**src/rtl/msi_pkg.sv**
```systemverilog
package msi_pkg;
    typedef enum logic [1:0] {
        ST_I = 2'd0,
        ST_S = 2'd1,
        ST_M = 2'd2
    } line_state_e;

    typedef enum logic [1:0] {
        CMD_NONE = 2'd0,
        CMD_RD   = 2'd1,
        CMD_RDX  = 2'd2,
        CMD_UPGR = 2'd3
    } bus_cmd_e;
endpackage

```
**src/rtl/msi_req_fsm.sv**
```systemverilog
module msi_req_fsm
    import msi_pkg::*;
(
    input  line_state_e cur_st,
    input  logic        is_write,
    output line_state_e nxt_st,
    output bus_cmd_e    cmd,
    output logic        hit
);
    always_comb begin
        nxt_st = cur_st;
        cmd    = CMD_NONE;
        hit    = (cur_st != ST_I);
        if (is_write) begin
            nxt_st = ST_M;
            unique case (cur_st)
                ST_I:    cmd = CMD_RDX;
                ST_S:    cmd = CMD_UPGR;
                default: cmd = CMD_NONE;
            endcase
        end else if (cur_st == ST_I) begin
            nxt_st = ST_S;
            cmd    = CMD_RD;
        end
    end
endmodule

```
**src/rtl/msi_snoop_fsm.sv**
```systemverilog
module msi_snoop_fsm
    import msi_pkg::*;
(
    input  line_state_e cur_st,
    input  bus_cmd_e    cmd,
    input  logic        match,
    output line_state_e nxt_st,
    output logic        flush
);
    always_comb begin
        nxt_st = cur_st;
        flush  = 1'b0;
        if (match) begin
            unique case (cur_st)
                ST_M: begin
                    if (cmd == CMD_RD) begin
                        nxt_st = ST_S;
                        flush  = 1'b1;
                    end else if (cmd != CMD_NONE) begin
                        nxt_st = ST_I;
                        flush  = (cmd == CMD_RDX);
                    end
                end
                ST_S: begin
                    if (cmd == CMD_RDX || cmd == CMD_UPGR) nxt_st = ST_I;
                end
                default: nxt_st = ST_I;
            endcase
        end
    end
endmodule

```
**src/rtl/msi_line_tracker.sv**
```systemverilog
module msi_line_tracker
    import msi_pkg::*;
#(
    parameter int ADDR_W    = 6,
    parameter int NUM_LINES = 4
) (
    input  logic              clk,
    input  logic              rst_n,
    input  logic              req_valid,
    input  logic              req_write,
    input  logic [ADDR_W-1:0] req_addr,
    output logic              rsp_valid,
    output logic              rsp_hit,
    output logic [1:0]        rsp_state,
    output logic [1:0]        bus_cmd,
    output logic [ADDR_W-1:0] bus_addr,
    input  logic              snp_valid,
    input  logic [1:0]        snp_cmd,
    input  logic [ADDR_W-1:0] snp_addr,
    output logic              flush,
    output logic [ADDR_W-1:0] flush_addr,
    output logic              evict,
    output logic [ADDR_W-1:0] evict_addr
);
    localparam int IDX_W = (NUM_LINES > 1) ? $clog2(NUM_LINES) : 1;
    localparam int TAG_W = ADDR_W - IDX_W;

    typedef struct packed {
        logic [TAG_W-1:0] tag;
        line_state_e      st;
    } entry_t;

    typedef struct packed {
        entry_t [NUM_LINES-1:0] ent;
        logic                   rsp_valid;
        logic                   rsp_hit;
        line_state_e            rsp_state;
        bus_cmd_e               bus_cmd;
        logic [ADDR_W-1:0]      bus_addr;
        logic                   flush;
        logic [ADDR_W-1:0]      flush_addr;
        logic                   evict;
        logic [ADDR_W-1:0]      evict_addr;
    } regs_t;

    regs_t q, d;

    logic [IDX_W-1:0] req_idx, snp_idx;
    logic [TAG_W-1:0] req_tag, snp_tag;
    assign req_idx = req_addr[IDX_W-1:0];
    assign req_tag = req_addr[ADDR_W-1:IDX_W];
    assign snp_idx = snp_addr[IDX_W-1:0];
    assign snp_tag = snp_addr[ADDR_W-1:IDX_W];

    line_state_e            snp_nxt [NUM_LINES];
    logic [NUM_LINES-1:0]   snp_flush;
    logic [NUM_LINES-1:0]   snp_match;
    logic [NUM_LINES-1:0]   req_on_line;

    // Per-line snooper transition
    for (genvar g = 0; g < NUM_LINES; g++) begin : g_line
        assign snp_match[g]   = snp_valid && (snp_idx == IDX_W'(g))
                                && (q.ent[g].tag == snp_tag);
        assign req_on_line[g] = req_valid && (req_idx == IDX_W'(g));

        msi_snoop_fsm u_snoop (
            .cur_st (q.ent[g].st),
            .cmd    (bus_cmd_e'(snp_cmd)),
            .match  (snp_match[g]),
            .nxt_st (snp_nxt[g]),
            .flush  (snp_flush[g])
        );

        // snooping never lifts a line out of Invalid
        assert_invalid_sticky_R8: assert property (@(posedge clk) disable iff (!rst_n)
            (q.ent[g].st == ST_I && !req_on_line[g]) |=> (q.ent[g].st == ST_I));

        // snooped read on a Modified line leaves it Shared
        assert_m_to_s_on_read_R6: assert property (@(posedge clk) disable iff (!rst_n)
            (q.ent[g].st == ST_M && snp_match[g] && snp_cmd == CMD_RD && !req_on_line[g])
            |=> (q.ent[g].st == ST_S));
    end

    // Local requester transition on the post-snoop state
    line_state_e loc_cur, loc_eff, loc_nxt;
    bus_cmd_e    loc_cmd;
    logic        loc_hit, tag_same, victim_dirty;

    assign loc_cur      = snp_nxt[req_idx];
    assign tag_same     = (q.ent[req_idx].tag == req_tag);
    assign loc_eff      = tag_same ? loc_cur : ST_I;
    assign victim_dirty = !tag_same && (loc_cur == ST_M);

    msi_req_fsm u_req (
        .cur_st   (loc_eff),
        .is_write (req_write),
        .nxt_st   (loc_nxt),
        .cmd      (loc_cmd),
        .hit      (loc_hit)
    );

    always_comb begin
        d = q;
        d.rsp_valid = req_valid;
        d.rsp_hit   = 1'b0;
        d.bus_cmd   = CMD_NONE;
        d.evict     = 1'b0;
        d.flush     = 1'b0;
        for (int i = 0; i < NUM_LINES; i++) begin
            d.ent[i].st = snp_nxt[i];
            if (snp_flush[i]) begin
                d.flush      = 1'b1;
                d.flush_addr = snp_addr;
            end
        end
        if (req_valid) begin
            d.rsp_hit             = loc_hit;
            d.rsp_state           = loc_eff;
            d.bus_cmd             = loc_cmd;
            d.bus_addr            = req_addr;
            d.evict               = victim_dirty;
            d.evict_addr          = {q.ent[req_idx].tag, req_idx};
            d.ent[req_idx].tag    = req_tag;
            d.ent[req_idx].st     = loc_nxt;
        end
    end

    always_ff @(posedge clk) begin
        if (!rst_n) q <= '0;
        else        q <= d;
    end

    assign rsp_valid  = q.rsp_valid;
    assign rsp_hit    = q.rsp_hit;
    assign rsp_state  = q.rsp_state;
    assign bus_cmd    = q.bus_cmd;
    assign bus_addr   = q.bus_addr;
    assign flush      = q.flush;
    assign flush_addr = q.flush_addr;
    assign evict      = q.evict;
    assign evict_addr = q.evict_addr;

    // a response appears exactly one cycle after a request
    assert_rsp_follows_req_R1: assert property (@(posedge clk) disable iff (!rst_n)
        rsp_valid == $past(req_valid));

    // events only follow requests; a read yields only the read event
    assert_cmd_kind_R2: assert property (@(posedge clk) disable iff (!rst_n)
        (bus_cmd != CMD_NONE) |-> ($past(req_valid) && ((bus_cmd == CMD_RD) == !$past(req_write))));

    // a flush is always the answer to a snooped event
    assert_flush_needs_snoop_R7: assert property (@(posedge clk) disable iff (!rst_n)
        flush |-> ($past(snp_valid) && $past(snp_cmd) != CMD_NONE));

    // an eviction is always caused by a local request
    assert_evict_needs_req_R9: assert property (@(posedge clk) disable iff (!rst_n)
        evict |-> $past(req_valid));

    // hit agrees with the reported state
    assert_hit_matches_state_R1: assert property (@(posedge clk) disable iff (!rst_n)
        rsp_valid |-> (rsp_hit == (rsp_state != ST_I)));
endmodule

```
**config.mk**
```make
export PLATFORM = sky130hd
export DESIGN_NAME = msi_line_tracker
export DESIGN_NICKNAME = d
export VERILOG_FILES = /design/src/rtl/msi_pkg.sv /design/src/rtl/msi_req_fsm.sv /design/src/rtl/msi_snoop_fsm.sv /design/src/rtl/msi_line_tracker.sv
export SDC_FILE = /design/constraint.sdc
export NUM_CORES = 1
export LEC_CHECK = 0
export BUFFER_PORTS_ARGS = -buffer_cell sky130_fd_sc_hd__buf_2
export CORE_MARGIN = 2
export CORE_UTILIZATION = 52
export DETAILED_ROUTE_END_ITERATION = 8
export HOLD_SLACK_MARGIN = 0.05
export PLACE_DENSITY = 0.77
export SYNTH_ARGS = -nofsm -noshare
export SYNTH_HDL_FRONTEND = slang
export SYNTH_SLANG_ARGS = --single-unit
```
**constraint.sdc**
```tcl
create_clock -name clk -period 2.2 [get_ports clk]
set_input_delay 0.33 -clock clk [delete_from_list [all_inputs] [get_ports clk]]
set_output_delay 0.33 -clock clk [all_outputs]
set_load 0.005 [all_outputs]
```
==> impl_metrics.json <==
{
  "cts_tree": "built",
  "powerDensity_nw_per_um2": 544,
  "p_switching_uw": 509,
  "path_max_fanout": 4,
  "syn_to_final_growth_pct": 26.0,
  "synth.largest_area_cell": "dfxtp_1",
  "reg2reg_slack_ns": -0.15,
  "peakVddDrop_uv": 469,
  "synthFlopType": "dfxtp_1",
  "antenna_left": 0,
  "cp-end-kind": "flip-flop",
  "worstPathArrival_ns": 2.54,
  "rsz0062_at_grt": "yes",
  "yosysWarnings": 0,
  "combPwrFrac": 0.169,
  "switching_share": 0.250,
  "antenna_found_initial": 0,
  "viasPerCell": 5.42,
  "track_usage": 0.244,
  "syn_nets": 348,
  "final_cells": 459,
  "core-area_um2": 5510,
  "ys_seq_area_frac": 0.324,
  "p_int_uw": 1530,
  "syn_area_um2": 2970,
  "cts.clk_slew.worst_paths_ns": 0.10,
  "drt_iter0_markers": 154,
  "setup-violations-final": 8,
  "cts_hold_buffers": 0,
  "grt_pass1_vias": 2521,
  "fin_ws_ns": -0.151,
  "start_kind": "flip-flop",
  "hold_viol": 0,
  "first_pass_iters": 4,
  "slowest_delay_ns": 0.50,
  "path_delay_family": "compound AO/OA/AOI/OAI gates",
  "status": "finished with violations",
  "violations": "negative setup slack",
  "overflow": 0,
  "synthDistinctLibCells": 53,
  "clock_latency_ns": 0.31,
  "synth_fa_ha_area_frac": 0.0505,
  "worstMarginPinSlew_ns": 0.631,
  "totalPowerFinal_uw": 2040,
  "crit_chain": "inv_2 -> ha_4 -> or3b_4 -> a21oi_2 -> o31a_1 -> a31o_1 -> mux4_2 -> buf_4 -> o21ai_4 -> o22ai_1",
  "cp.buffers_inverters": 2,
  "avgSynthCellArea_um2": 9.37,
  "critPathKind": "flip-flop to flip-flop",
  "period_share": 1.07,
  "synth.area.top_cells": "dfxtp_1, mux2i_1, nor2b_1, buf_4, ha_1",
  "routedWlPerCell_um": 15.9,
  "synth_edf_count": 0,
  "relSlewSlack": 0.577,
  "clockBufferDepth": 2,
  "n_antenna_cell": 0,
  "maxCapViolCount": 0,
  "floorplan.die_area_um2": 6330,
  "drv_slew": 0,
  "io_pins": 45,
  "seqPwrFrac": 0.451,
  "num-fill-cells": 445,
  "hold_path_class": "primary input to flip-flop",
  "min_period_ns": 2.35,
  "synth_simple_gate_area_frac": 0.195,
  "dp_cells": 437,
  "clkSinkCount": 48,
  "synth_top_cell_area_share": 0.324,
  "pwr-share-clk": 0.380,
  "grt_max_degree": 28,
  "synthXorXnorAreaFrac": 0.0716,
  "drc": 0,
  "num_rows": 27,
  "synth_most_common_cell": "dfxtp_1",
  "ys_seq_elements": 48,
  "dp_hpwl_mm": 5.13,
  "final_layout_size_suffix_gt1_frac": 0.385,
  "synthTopCellsByCount": "dfxtp_1, nor2b_1, mux2i_1",
  "numPortBuffers": 44,
  "netlist_instances": 317,
  "gp_congestion": 0.907,
  "die_h_um": 79.6,
  "required_ns": 2.38,
  "synthArstFlopShare": 0,
  "synth-compound-area-share": 0.114,
  "fp.dieW_um": 79.6,
  "finClkSkew_ns": 0.0105,
  "p_leak_uw": 0.00167,
  "vias": 2489,
  "cp_slowest_cell": "mux4_2",
  "htreeDepth": 2,
  "cts_made_buffers": 5,
  "initial_core_util": 0.539,
  "synth_top_family_by_area": "simple AND/OR/NAND/NOR gates",
  "fmax_ghz": 0.425,
  "grt_pass1_wl_mm": 12.0,
  "wl_mm": 7.31,
  "fin_nets": 417,
  "synthMuxAreaShare": 0.140,
  "clockRootBuffer": "clkbuf_8"
}
-- cell type report --
cell class                 count  area (µm²)  share of cell area
multi-input combinational    216        1830               0.489
sequential                    48         965               0.258
timing repair buffer         102         672               0.180
tap                           72        90.1              0.0241
clock buffer                   5        68.8              0.0184
clock inverter                 3        68.8              0.0184
inverter                      13        48.8              0.0130
-- cells by family after synthesis --
family                     Yosys count
adders and majority gates           12
xor gates and xnor gates            20
and+or+nand+nor                    104
muxes                               34
DFF                                 48
buffers and inverters               53
AOI/OAI and AO/OA                   46
-- routing by layer --
layer,vias to the layer above,part of all wire,GRT usage
met2,58,0.51,0.427
met1,1202,0.42,0.288
met4,0,0.030,0.107
li1,1209,-,-
met3,20,0.037,0.0486
met5,-,0,0
-- cells in the final DEF (no fill, tap or decap), types with 3 or more instances in the layout --
| cell type | count |
|---|---|
| mux2i_1 | 28 |
| clkbuf_8 | 5 |
| nor2b_1 | 31 |
| xnor2_1 | 6 |
| buf_4 | 56 |
| xnor2_2 | 5 |
| ha_1 | 8 |
| ha_4 | 3 |
| buf_2 | 44 |
| dfxtp_1 | 45 |
| nand2b_1 | 4 |
| o31a_1 | 3 |
| a21boi_0 | 5 |
| mux4_2 | 6 |
| o311a_1 | 3 |
| nand2_1 | 22 |
| o21ai_0 | 4 |
| nand3_1 | 11 |
| nor2_1 | 8 |
| nor3_1 | 3 |
| and2_1 | 5 |
| a21oi_1 | 5 |
| o21a_1 | 3 |
| inv_1 | 11 |
| xor2_1 | 9 |
| dfxtp_2 | 3 |
-- path summary, 6_finish.rpt --
check	start	endpoint	depth (start not counted)
setup / recovery	q[33]	q[38]	10
hold / removal	req_addr[3]	flip-flop	3
setup reg to reg	q[33]	q[38]	10
hold reg to reg	rsp_state[0]	rsp_state[0]	2
-- tightest hold or removal path, stage by stage --
cell and delay [ns]:
buf_2 0.15, nand2_1 0.06, a21boi_0 0.06
-- stage by stage --
step / hold WS (ns) / setup TNS (ns) / setup WS, ns / util / cell area (µm²)
5_1_grt: 0.344 / -1.43 / -0.233 / 0.680 / 3740
3_3_place_gp: 0.457 / -2.66 / -0.250 / 0.612 / 3370
6_report: 0.342 / -0.695 / -0.151 / 0.680 / 3740
3_5_place_dp: 0.464 / -4.00 / -0.382 / 0.612 / 3370
2_1_floorplan: 0.446 / -0.0211 / -0.0161 / - / 2980
4_1_cts: 0.338 / -0.627 / -0.132 / 0.673 / 3700
-- power groups by stage --
stage / Clock (µW) / Sequential, µW / Combinational, µW
after floorplan: 0 / 932 / 212
after global placement: 0 / 935 / 302
after detailed placement: 0 / 937 / 309
after CTS: 788 / 918 / 332
after global routing: 825 / 921 / 375
final: 774 / 918 / 345
-- timing repair --
action,in CTS,in global routing
buffers inserted,14,1
gates resized for setup,20,6
endpoints found under the setup margin,14,14
pin swaps,10,10
(Power assumes the default switching activity.)
